==> src/rtl/cachectl_pkg.sv <==
package cachectl_pkg;

  typedef enum logic [2:0] {
    S_IDLE,
    S_TAG_CHECK,
    S_READ_BURST,
    S_WRITE_HIT,
    S_WRITEBACK,
    S_LINE_FILL,
    S_MISS_WRITE,
    S_ABORT_WAIT
  } cc_state_e;

  // extra clocks before the first read beat
  function automatic logic [1:0] lead_wait(input logic slow);
    return slow ? 2'd1 : 2'd0;
  endfunction

  // extra clocks between later read beats
  function automatic logic [1:0] gap_wait(input logic two_bank, input logic slow);
    return (two_bank && !slow) ? 2'd0 : 2'd1;
  endfunction

endpackage

==> src/rtl/cachectl_tagcmp.sv <==
module cachectl_tagcmp #(
  parameter int TAG_W = 8
) (
  input  logic [TAG_W+1:0] tag_word,
  input  logic [TAG_W-1:0] req_tag,
  output logic             hit,
  output logic             victim_dirty,
  output logic [TAG_W-1:0] victim_tag
);
  localparam int VALID_BIT = TAG_W;
  localparam int DIRTY_BIT = TAG_W + 1;

  assign victim_tag   = tag_word[TAG_W-1:0];
  assign hit          = tag_word[VALID_BIT] && (victim_tag == req_tag);
  assign victim_dirty = tag_word[VALID_BIT] && tag_word[DIRTY_BIT];
endmodule

==> src/rtl/cachectl_burst.sv <==
module cachectl_burst
  import cachectl_pkg::*;
#(
  parameter int OFF_W = 2
) (
  input  logic             clk,
  input  logic             rst_n,
  input  logic             load,
  input  logic             run,
  input  logic             two_bank,
  input  logic             slow,
  output logic             beat_rdy,
  output logic [OFF_W-1:0] beat,
  output logic             beat_last
);
  logic [1:0]       wcnt;
  logic [OFF_W-1:0] beat_q;

  assign beat_rdy  = run && (wcnt == 2'd0);
  assign beat      = beat_q;
  assign beat_last = beat_rdy && (beat_q == {OFF_W{1'b1}});

  always_ff @(posedge clk) begin
    if (!rst_n) begin
      wcnt   <= 2'd0;
      beat_q <= '0;
    end else if (load) begin
      wcnt   <= lead_wait(slow);
      beat_q <= '0;
    end else if (run) begin
      if (wcnt == 2'd0) begin
        beat_q <= beat_q + 1'b1;
        wcnt   <= gap_wait(two_bank, slow);
      end else begin
        wcnt <= wcnt - 2'd1;
      end
    end
  end
endmodule

==> src/rtl/cachectl_fsm.sv <==
module cachectl_fsm
  import cachectl_pkg::*;
#(
  parameter int TAG_W = 8,
  parameter int IDX_W = 6,
  parameter int OFF_W = 2
) (
  input  logic                           clk,
  input  logic                           rst_n,
  input  logic                           cpu_req,
  input  logic                           cpu_we,
  input  logic [TAG_W+IDX_W+OFF_W-1:0]   cpu_addr,
  input  logic                           abort_in,
  input  logic                           fast_write,
  input  logic                           two_bank,
  input  logic                           hit,
  input  logic                           victim_dirty,
  input  logic [TAG_W-1:0]               victim_tag,
  input  logic                           beat_rdy,
  input  logic                           beat_last,
  input  logic [OFF_W-1:0]               beat,
  input  logic                           dram_ack,
  output cc_state_e                      state,
  output logic [TAG_W-1:0]               q_tag,
  output logic [IDX_W-1:0]               q_idx,
  output logic                           burst_load,
  output logic                           burst_run,
  output logic                           ev_wr_hit,
  output logic                           ev_fill_done,
  output logic                           cpu_rdy,
  output logic                           cpu_last,
  output logic [OFF_W-1:0]               sram_word,
  output logic                           sram_bank,
  output logic                           dram_req,
  output logic                           dram_wr,
  output logic                           dram_line,
  output logic [TAG_W+IDX_W+OFF_W-1:0]   dram_addr
);
  localparam int AW = TAG_W + IDX_W + OFF_W;

  cc_state_e        nxt;
  logic [AW-1:0]    q_addr;
  logic             q_we;
  logic [OFF_W-1:0] q_off;
  logic             live;
  logic             ev_mw_done;

  assign q_tag = q_addr[AW-1 -: TAG_W];
  assign q_idx = q_addr[OFF_W +: IDX_W];
  assign q_off = q_addr[OFF_W-1:0];
  assign live  = !abort_in;

  always_ff @(posedge clk) begin
    if (!rst_n) begin
      state  <= S_IDLE;
      q_addr <= '0;
      q_we   <= 1'b0;
    end else begin
      state <= nxt;
      if (state == S_IDLE && cpu_req) begin
        q_addr <= cpu_addr;
        q_we   <= cpu_we;
      end
    end
  end

  always_comb begin
    nxt = state;
    case (state)
      S_IDLE:       if (cpu_req) nxt = S_TAG_CHECK;
      S_TAG_CHECK: begin
        if (hit) nxt = q_we ? (fast_write ? S_IDLE : S_WRITE_HIT) : S_READ_BURST;
        else     nxt = q_we ? S_MISS_WRITE : (victim_dirty ? S_WRITEBACK : S_LINE_FILL);
      end
      S_READ_BURST: if (beat_last) nxt = S_IDLE;
      S_WRITE_HIT:  nxt = S_IDLE;
      S_WRITEBACK:  if (dram_ack) nxt = S_LINE_FILL;
      S_LINE_FILL:  if (dram_ack) nxt = S_TAG_CHECK;
      S_MISS_WRITE: if (dram_ack) nxt = S_IDLE;
      S_ABORT_WAIT: if (!abort_in) nxt = S_TAG_CHECK;
      default:      nxt = S_IDLE;
    endcase
    if (abort_in && state != S_IDLE && state != S_ABORT_WAIT) nxt = S_ABORT_WAIT;
  end

  assign ev_wr_hit    = live && ((state == S_TAG_CHECK && q_we && hit && fast_write)
                                 || state == S_WRITE_HIT);
  assign ev_fill_done = live && state == S_LINE_FILL && dram_ack;
  assign ev_mw_done   = live && state == S_MISS_WRITE && dram_ack;

  assign burst_load = (state != S_READ_BURST);
  assign burst_run  = live && (state == S_READ_BURST);

  assign cpu_rdy  = beat_rdy || ev_wr_hit || ev_mw_done;
  assign cpu_last = beat_last || ev_wr_hit || ev_mw_done;

  assign sram_word = (state == S_READ_BURST) ? beat : q_off;
  assign sram_bank = two_bank ? sram_word[0] : 1'b0;

  assign dram_req  = live && (state == S_WRITEBACK || state == S_LINE_FILL
                              || state == S_MISS_WRITE);
  assign dram_wr   = (state == S_WRITEBACK) || (state == S_MISS_WRITE);
  assign dram_line = (state != S_MISS_WRITE);

  always_comb begin
    case (state)
      S_WRITEBACK:  dram_addr = {victim_tag, q_idx, {OFF_W{1'b0}}};
      S_MISS_WRITE: dram_addr = q_addr;
      default:      dram_addr = {q_tag, q_idx, {OFF_W{1'b0}}};
    endcase
  end
endmodule

==> src/rtl/cachectl_wb.sv <==
module cachectl_wb
  import cachectl_pkg::*;
#(
  parameter int TAG_W = 8,
  parameter int IDX_W = 6,
  parameter int OFF_W = 2
) (
  input  logic                         clk,
  input  logic                         rst_n,
  input  logic                         cpu_req,
  input  logic                         cpu_we,
  input  logic [TAG_W+IDX_W+OFF_W-1:0] cpu_addr,
  output logic                         cpu_rdy,
  output logic                         cpu_last,
  input  logic                         abort_in,
  input  logic                         two_bank,
  input  logic                         slow_sram,
  input  logic                         fast_write,
  output logic [IDX_W-1:0]             tag_idx,
  input  logic [TAG_W+1:0]             tag_rdata,
  output logic                         tag_we,
  output logic [TAG_W+1:0]             tag_wdata,
  output logic                         sram_oe,
  output logic                         sram_we,
  output logic [OFF_W-1:0]             sram_word,
  output logic                         sram_bank,
  output logic                         dram_req,
  output logic                         dram_wr,
  output logic                         dram_line,
  output logic [TAG_W+IDX_W+OFF_W-1:0] dram_addr,
  input  logic                         dram_ack
);
  localparam int AW = TAG_W + IDX_W + OFF_W;

  cc_state_e        state;
  logic [TAG_W-1:0] q_tag;
  logic [TAG_W-1:0] victim_tag;
  logic             hit, victim_dirty;
  logic             burst_load, burst_run;
  logic             beat_rdy, beat_last;
  logic [OFF_W-1:0] beat;
  logic             ev_wr_hit, ev_fill_done;

  cachectl_tagcmp #(.TAG_W(TAG_W)) u_cmp (
    .tag_word     (tag_rdata),
    .req_tag      (q_tag),
    .hit          (hit),
    .victim_dirty (victim_dirty),
    .victim_tag   (victim_tag)
  );

  cachectl_burst #(.OFF_W(OFF_W)) u_burst (
    .clk       (clk),
    .rst_n     (rst_n),
    .load      (burst_load),
    .run       (burst_run),
    .two_bank  (two_bank),
    .slow      (slow_sram),
    .beat_rdy  (beat_rdy),
    .beat      (beat),
    .beat_last (beat_last)
  );

  cachectl_fsm #(.TAG_W(TAG_W), .IDX_W(IDX_W), .OFF_W(OFF_W)) u_fsm (
    .clk          (clk),
    .rst_n        (rst_n),
    .cpu_req      (cpu_req),
    .cpu_we       (cpu_we),
    .cpu_addr     (cpu_addr),
    .abort_in     (abort_in),
    .fast_write   (fast_write),
    .two_bank     (two_bank),
    .hit          (hit),
    .victim_dirty (victim_dirty),
    .victim_tag   (victim_tag),
    .beat_rdy     (beat_rdy),
    .beat_last    (beat_last),
    .beat         (beat),
    .dram_ack     (dram_ack),
    .state        (state),
    .q_tag        (q_tag),
    .q_idx        (tag_idx),
    .burst_load   (burst_load),
    .burst_run    (burst_run),
    .ev_wr_hit    (ev_wr_hit),
    .ev_fill_done (ev_fill_done),
    .cpu_rdy      (cpu_rdy),
    .cpu_last     (cpu_last),
    .sram_word    (sram_word),
    .sram_bank    (sram_bank),
    .dram_req     (dram_req),
    .dram_wr      (dram_wr),
    .dram_line    (dram_line),
    .dram_addr    (dram_addr)
  );

  assign sram_oe   = (state == S_READ_BURST) && !abort_in;
  assign sram_we   = ev_wr_hit;
  assign tag_we    = ev_wr_hit || ev_fill_done;
  assign tag_wdata = {ev_wr_hit, 1'b1, q_tag};
endmodule

==> config.mk <==
export PLATFORM = sky130hd
export DESIGN_NAME = cachectl_wb
export DESIGN_NICKNAME = d
export VERILOG_FILES = /design/src/rtl/cachectl_pkg.sv /design/src/rtl/cachectl_tagcmp.sv /design/src/rtl/cachectl_burst.sv /design/src/rtl/cachectl_fsm.sv /design/src/rtl/cachectl_wb.sv
export SDC_FILE = /design/constraint.sdc
export NUM_CORES = 1
export LEC_CHECK = 0
export CORE_MARGIN = 5
export CORE_UTILIZATION = 41
export CTS_CLUSTER_SIZE = 10
export DETAILED_ROUTE_END_ITERATION = 16
export PLACE_DENSITY = 0.84
export REMOVE_ABC_BUFFERS = 1
export SYNTH_ARGS = -nofsm -noshare
export SYNTH_HDL_FRONTEND = slang
export SYNTH_SLANG_ARGS = --single-unit
==> constraint.sdc <==
create_clock -name clk -period 2.5 [get_ports clk]
set_input_delay 0.5 -clock clk [delete_from_list [all_inputs] [get_ports clk]]
set_output_delay 0.5 -clock clk [all_outputs]
set_load 0.05 [all_outputs]
==> results of run 1 <==
==> what timing repair did <==
| action | 4_1_cts | 5_1_grt |
|---|---|---|
| setup buffers | 1 | 3 |
| endpoints found under the setup margin | 5 | 10 |
| hold buffers | 0 | 0 |
| pin swaps | 10 | 7 |
| gates resized for setup | 27 | 14 |
==> cell families after synthesis <==
kind of cell,after synthesis,synth area share [%]
adder cells (fa/ha/maj),1,0.780
XOR/XNOR,9,4.91
buffers and inverters,38,14.5
AO/OA/AOI/OAI,37,16.1
other,1,0.234
flip-flops,24,30.0
AND/OR/NAND/NOR,89,25.3
multiplexers,12,8.27
==> registers in the layout, indices dropped and copies added (netlist names) <==
register and cells:
u_fsm.q_addr 16, u_burst.beat 2, u_fsm.state 3, u_burst.wcnt 2, u_fsm.q_we 1
==> cell type report <==
cell class | instances | area, um2 | share of cell area (%)
multi-input combinational | 149 | 925 | 37.4
timing repair buffer | 93 | 915 | 37.0
sequential | 24 | 490 | 19.8
tap | 48 | 60.1 | 2.43
clock buffer | 3 | 41.3 | 1.67
clock inverter | 1 | 30.0 | 1.21
inverter | 3 | 13.8 | 0.556
==> cell usage after synthesis (3+ instances only) <==
cell type,count
mux2_2,10
inv_1,3
xnor2_1,7
o21ai_0,4
clkbuf_1,6
a21oi_1,3
nand3_1,5
nor3_1,5
and2_1,3
nand2_1,47
buf_2,6
a21boi_0,17
buf_4,22
nand2b_1,3
nor2_1,14
a31oi_1,4
dfxtp_1,24
==> power breakdown <==
part | internal [uW] | switching [uW]
Clock | 214 | 121
Sequential | 425 | 45.7
Combinational | 322 | 484
Total | 960 | 651
==> worst register-to-register path, stage by stage (launching register included) <==
cell and delay, ns:
dfxtp_1 0.36, buf_4 0.20, nor3_1 0.18, and2_1 0.55
nand2_1 0.11, a21boi_0 0.18
==> cell usage in the layout (no fill, tap or decap), types with 4 or more instances in the layout <==
| master | netlist | final |
|---|---|---|
| a31oi_1 | 4 | 4 |
| buf_4 | 22 | 29 |
| mux2_2 | 10 | 10 |
| nor3_1 | 5 | 4 |
| dfxtp_1 | 24 | 18 |
| buf_12 | 0 | 9 |
| nand2_1 | 47 | 45 |
| nand3_1 | 5 | 5 |
| a21boi_0 | 17 | 17 |
| clkdlybuf4s50_1 | 0 | 46 |
| dfxtp_2 | 0 | 5 |
| nor2_1 | 14 | 14 |
| xnor2_1 | 7 | 6 |
==> routing by layer <==
layer | vias up | share of wire [%] | global-route usage [%]
li1 | 808 | - | -
met1 | 715 | 42 | 20.0
met2 | 42 | 51 | 29.3
met3 | 2 | 5.6 | 3.19
met4 | 0 | 0.80 | 5.33
met5 | - | 0 | 0
==> how the worst min path moves through the flow <==
stage / from / end / slack, ns / depth (start not counted)
after floorplan: u_fsm.q_addr[0]$_SDFFE_PN0P_ / u_fsm.q_addr[0]$_SDFFE_PN0P_ / 0.45 / 2
after global placement: u_fsm.q_addr[1]$_SDFFE_PN0P_ / u_fsm.q_addr[1]$_SDFFE_PN0P_ / 0.47 / 2
after detailed placement: u_fsm.q_addr[0]$_SDFFE_PN0P_ / u_fsm.q_addr[0]$_SDFFE_PN0P_ / 0.48 / 2
after CTS: u_fsm.q_addr[0]$_SDFFE_PN0P_ / u_fsm.q_addr[0]$_SDFFE_PN0P_ / 0.49 / 2
after global routing: u_fsm.q_addr[7]$_SDFFE_PN0P_ / u_fsm.q_addr[7]$_SDFFE_PN0P_ / 0.52 / 2
final: u_fsm.q_addr[0]$_SDFFE_PN0P_ / u_fsm.q_addr[0]$_SDFFE_PN0P_ / 0.48 / 2
==> through the flow <==
step	power [uW]	hold WS [ns]	instance area [um2]
finish	1610	0.482	2470
global route	1690	0.516	2470
global placement	1260	0.465	2360
CTS	1610	0.489	2430
detailed placement	1270	0.477	2360
floorplan	955	0.450	1380
==> out/metrics.yaml, run 1 <==
status: "finished clean"
cts_buffer_depth: 2
synth.avg_cell_area_um2: 7.60
hold_path_class: "register to register"
diodes: 0
crit_slowest_cell: "or4_4"
synth_cells: 211
wl_per_cell_um: 13.2
cts_buffers: 3
cts_tree: "done"
drv_cap: 0
vias_per_cell: 4.88
clk_pin_slew_ns: 0.08
row_count: 22
power.density_mw_per_mm2: 651
ff2ff_setup_slack_ns: 0.84
initial_core_util_pct: 43.2
first_global_vias: 1599
leakage_uw: 0.000992
synth_enable_flop_cells: 0
crit_type: "register to output pin"
synth_top_area_share_pct: 30.0
htreeDepth: 1
cp-end-kind: "output pin"
hpwl_um: 3250
start_kind: "register"
cp.required_ns: 2.00
synthTopCellsByArea: "dfxtp_1 (30%), nand2_1 (11%), buf_4 (10%)"
nNetsFinal: 310
drt_iter0_drc: 115
critPathBufInv: 1
r2r-end: "u_fsm.q_addr[13]$_SDFFE_PN0P_"
rsz0062_at_grt: "yes"
grt_pass1_wl_um: 7070
final_cell_count_no_fill: 321
fin_crit_ns: 2.46
crit_chain: "xnor2_2 > nand4_1 > or4_4 > o22a_4 > nand2_2 > buf_12"
die_h_um: 72.6
gr-total-overflow: 0
syn_to_final_growth_pct: 54.3
synth-seq-area-share_pct: 30.0
ys_ff_latch: 24
crit_end: "cpu_last"
period_share_pct: 98.6
synth_flop_cell: "dfxtp_1"
path_depth: 6
top_level_ports: 78
crit_family: "simple AND/OR/NAND/NOR gates"
reg2regPathDepth: 5
drive_above_1_share_pct: 26.7
clock_latency_ns: 0.26
ir_worst_vdd_mv: 0.391
r2r_start: "u_fsm.state[1]$_SDFFE_PN0P_"
cp_max_fo: 3
worst_slew_pin_slew_ns: 0.615
drt_wl_total_um: 4230
synthArstFlopShare_pct: 0
gp_congestion: 0.884
hold_viol: 0
port_buffers: 76
fin_tns_setup_ns: 0
cts_num_sinks: 24
synth_largest_area_cell: "dfxtp_1"
die-area_mm2: 0.00526
ys_warn_count: 0
fin_util_pct: 66.6
die_w_um: 72.6
drt_first_pass_iters: 4
slowest_delay_ns: 0.58
crit_path_start: "u_fsm.q_addr[15]$_SDFFE_PN0P_"
final-setup-viol-count: 0
worst_slack_ns: 0.0359
drt.antenna.violating_nets: 0
worstPathArrival_ns: 1.96
core_mm2: 0.00372
drcViolationCount: 0
grt_max_degree: 18
synth_cell_types: 37
slew_violations: 0
placedCellCount: 313
gr-usage-all-layers_pct: 16.6
syn-cell-area_mm2: 0.00160
clockRootBuffer: "clkbuf_8"
fin_skew_ns: 0.00230
grt_antenna_before_repair: 0
slew_headroom_pct: 59.0
dpl_worst_slack_ns: -0.390
n_fill_cell: 314
fmax_mhz: 406
vias: 1567
(Power assumes the default switching activity.)
==> run 2, diff against run 1 <==
--- a/config.mk
+++ b/config.mk
@@ -9,7 +9,7 @@
 export CORE_UTILIZATION = 41
 export CTS_CLUSTER_SIZE = 10
 export DETAILED_ROUTE_END_ITERATION = 16
-export PLACE_DENSITY = 0.84
+export PLACE_DENSITY = 0.81
 export REMOVE_ABC_BUFFERS = 1
 export SYNTH_ARGS = -nofsm -noshare
 export SYNTH_HDL_FRONTEND = slang
==> run 2 against run 1 <==
  * Maximum frequency is 1.4% lower
  * Flip-flop and latch count stayed put
  * Count of clock-buffer cells in the layout rose by 1
  * Worst setup slack worse by 0.035 ns
  * Core utilization shrank 1.6 points
  * Critical path type unchanged
  * Sequential share of layout area increased by 0.39 points
==> out/metrics.yaml, run 2 (synthesized netlist as in run 1, its figures left out) <==
drive_above_1_share_pct: 25.4  # -1.4 points
slew_violations: 0  # unchanged
hold_path_class: "register to register"
post_dp_cell_area_mm2: 0.00235  # -0.32%
reg_top3: "u_fsm.q_addr x16, u_fsm.state x3"
vias_per_cell: 5.11  # +4.8%
cp.required_ns: 2.00  # about the same
top_level_ports: 78  # unchanged
port_buffers: 76  # unchanged
drt.antenna.violating_nets: 0  # unchanged
hold_viol: 0  # unchanged
cts_setup_buffers: 0  # -1
final_cell_mix: "nand2_1 (46), clkdlybuf4s50_1 (46), buf_4 (24)"
row_count: 22  # unchanged
grt_antenna_before_repair: 0  # unchanged
power.density_mw_per_mm2: 635  # -2.5%
cp_max_fo: 4  # +1
path_depth: 6  # unchanged
die-area_mm2: 0.00526  # unchanged
grt_max_degree: 18  # unchanged
cts_buffer_depth: 2  # unchanged
drt_wl_total_um: 4320  # +2.0%
crit_chain: "xnor2_2 > nand4_1 > or4_4 > o22a_1 > inv_2 > buf_12"
regMostFlops: "u_fsm.q_addr"
nNetsFinal: 305  # -1.6%
fin_skew_ns: 0.000753  # -0.00154 ns
finalInstanceArea_mm2: 0.00241  # -2.4%
drt_first_pass_iters: 4  # unchanged
cts_tree: "done"
core_mm2: 0.00372  # unchanged
grt_pass1_wl_um: 7180  # +1.6%
initial_core_util_pct: 43.2  # unchanged
fin_crit_ns: 2.50  # +0.0351 ns
drcViolationCount: 0  # unchanged
die_h_um: 72.6  # unchanged
cts_buffers: 3  # unchanged
start_kind: "register"
ir_worst_vdd_mv: 0.375  # -4.1%
wl_per_cell_um: 13.7  # +3.6%
rsz0062_at_grt: "yes"
first_global_vias: 1590  # -0.56%
status: "finished clean"
final-setup-viol-count: 0  # unchanged
reg2regPathDepth: 5  # unchanged
gr-usage-all-layers_pct: 16.8  # +0.26 points
gp_congestion: 0.851  # -3.7%
crit_family: "simple AND/OR/NAND/NOR gates"
largest_reg_flops: 16  # unchanged
cts_num_sinks: 24  # unchanged
crit_type: "register to output pin"
worst_slew_pin_slew_ns: 0.583  # -0.0318 ns
period_share_pct: 100  # +1.4 points
gr-total-overflow: 0  # unchanged
slowest_delay_ns: 0.58  # about the same
drt_iter0_drc: 63  # -45%
fmax_mhz: 400  # -1.4%
clk_pin_slew_ns: 0.08  # about the same
clockRootBuffer: "clkbuf_8"
holdPathStages: 2  # unchanged
vias: 1616  # +3.1%
leakage_uw: 0.000970  # -2.2%
drv_cap: 0  # unchanged
cp-end-kind: "output pin"
clock_latency_ns: 0.26  # about the same
crit_slowest_cell: "or4_4"
syn_to_final_growth_pct: 50.5
die_w_um: 72.6  # unchanged
n_fill_cell: 334  # +6.4%
slew_headroom_pct: 61.0  # +2.0 points
critPathBufInv: 2  # +1
hpwl_um: 3290  # +1.1%
holdWs_ns: 0.487  # +0.00539 ns
htreeDepth: 1  # unchanged
worstPathArrival_ns: 2.00  # +0.04 ns
diodes: 0  # unchanged
-- run 2: cell types whose count changed in the layout (fill, tap and decap cells not counted), sizes merged --
cell and delta:
bufinv -1, buf -4
-- run 2: cell type report --
cell class                      count  area (um2)  area share, %
Multi-Input combinational cell    149         923           38.2
Timing Repair Buffer               88         877           36.3
Sequential cell                    24         488           20.2
Tap cell                           48        60.1           2.49
Clock buffer                        4        55.1           2.28
Inverter                            3        11.3          0.466
-- run 2: what timing repair did --
action                     4_1_cts  5_1_grt
setup endpoints to repair        5       13
hold buffers                     0        0
pin swaps                        9        6
resized for setup               25       13
-- run 2: routing by layer --
layer,part of all wire [%],routed length [um],vias up,track usage (%)
li1,-,-,805,-
met1,43,1850,746,21.5
met2,50,2150,53,29.0
met3,5.1,219,12,1.11
met4,2.1,91,0,7.17
met5,0,0,-,0
-- run 2: final timing paths --
kind              slack [ns]                    startpoint                      endpoint
setup reg to reg        0.83   u_fsm.state[1]$_SDFFE_PN0P_       u_fsm.q_we$_SDFFE_PN0P_
setup / recovery      0.0008  u_fsm.q_addr[9]$_SDFFE_PN0P_                       sram_we
hold / removal          0.49  u_fsm.q_addr[2]$_SDFFE_PN0P_  u_fsm.q_addr[2]$_SDFFE_PN0P_
hold reg to reg         0.49  u_fsm.q_addr[2]$_SDFFE_PN0P_  u_fsm.q_addr[2]$_SDFFE_PN0P_
-- run 2: power by group --
group,switching (uW),leakage (uW),internal [uW]
combinational,474,0.000742,313
clock,125,0.0000288,141
sequential,54.4,0.000199,425
-- run 2: through the flow --
stage	setup TNS [ns]	cells	setup slack [ns]	util [%]	power, uW
after floorplan	-4.71	176	-0.606	-	955
after global placement	-1.63	312	-0.369	63.3	1260
after detailed placement	-1.78	312	-0.417	63.3	1270
after CTS	0	316	0.00152	64.4	1530
after global routing	-0.357	316	-0.0872	65.0	1610
final	0	316	0.000822	65.0	1530
-- run 2: worst register-to-register path: stages (launching register included) --
cell      delay, ns
dfxtp_1        0.58
buf_4          0.23
nor3_1         0.06
nand2_1        0.46
nand2_1        0.11
a21boi_0       0.17
==> run 3, diff against run 2 <==
--- a/config.mk
+++ b/config.mk
@@ -5,6 +5,7 @@
 export SDC_FILE = /design/constraint.sdc
 export NUM_CORES = 1
 export LEC_CHECK = 0
+export ABC_CLOCK_PERIOD_IN_PS = 2500
 export CORE_MARGIN = 5
 export CORE_UTILIZATION = 41
 export CTS_CLUSTER_SIZE = 10
==> results of run 3 <==
The final DEF is identical to that of run 2; final timing and power are the same.
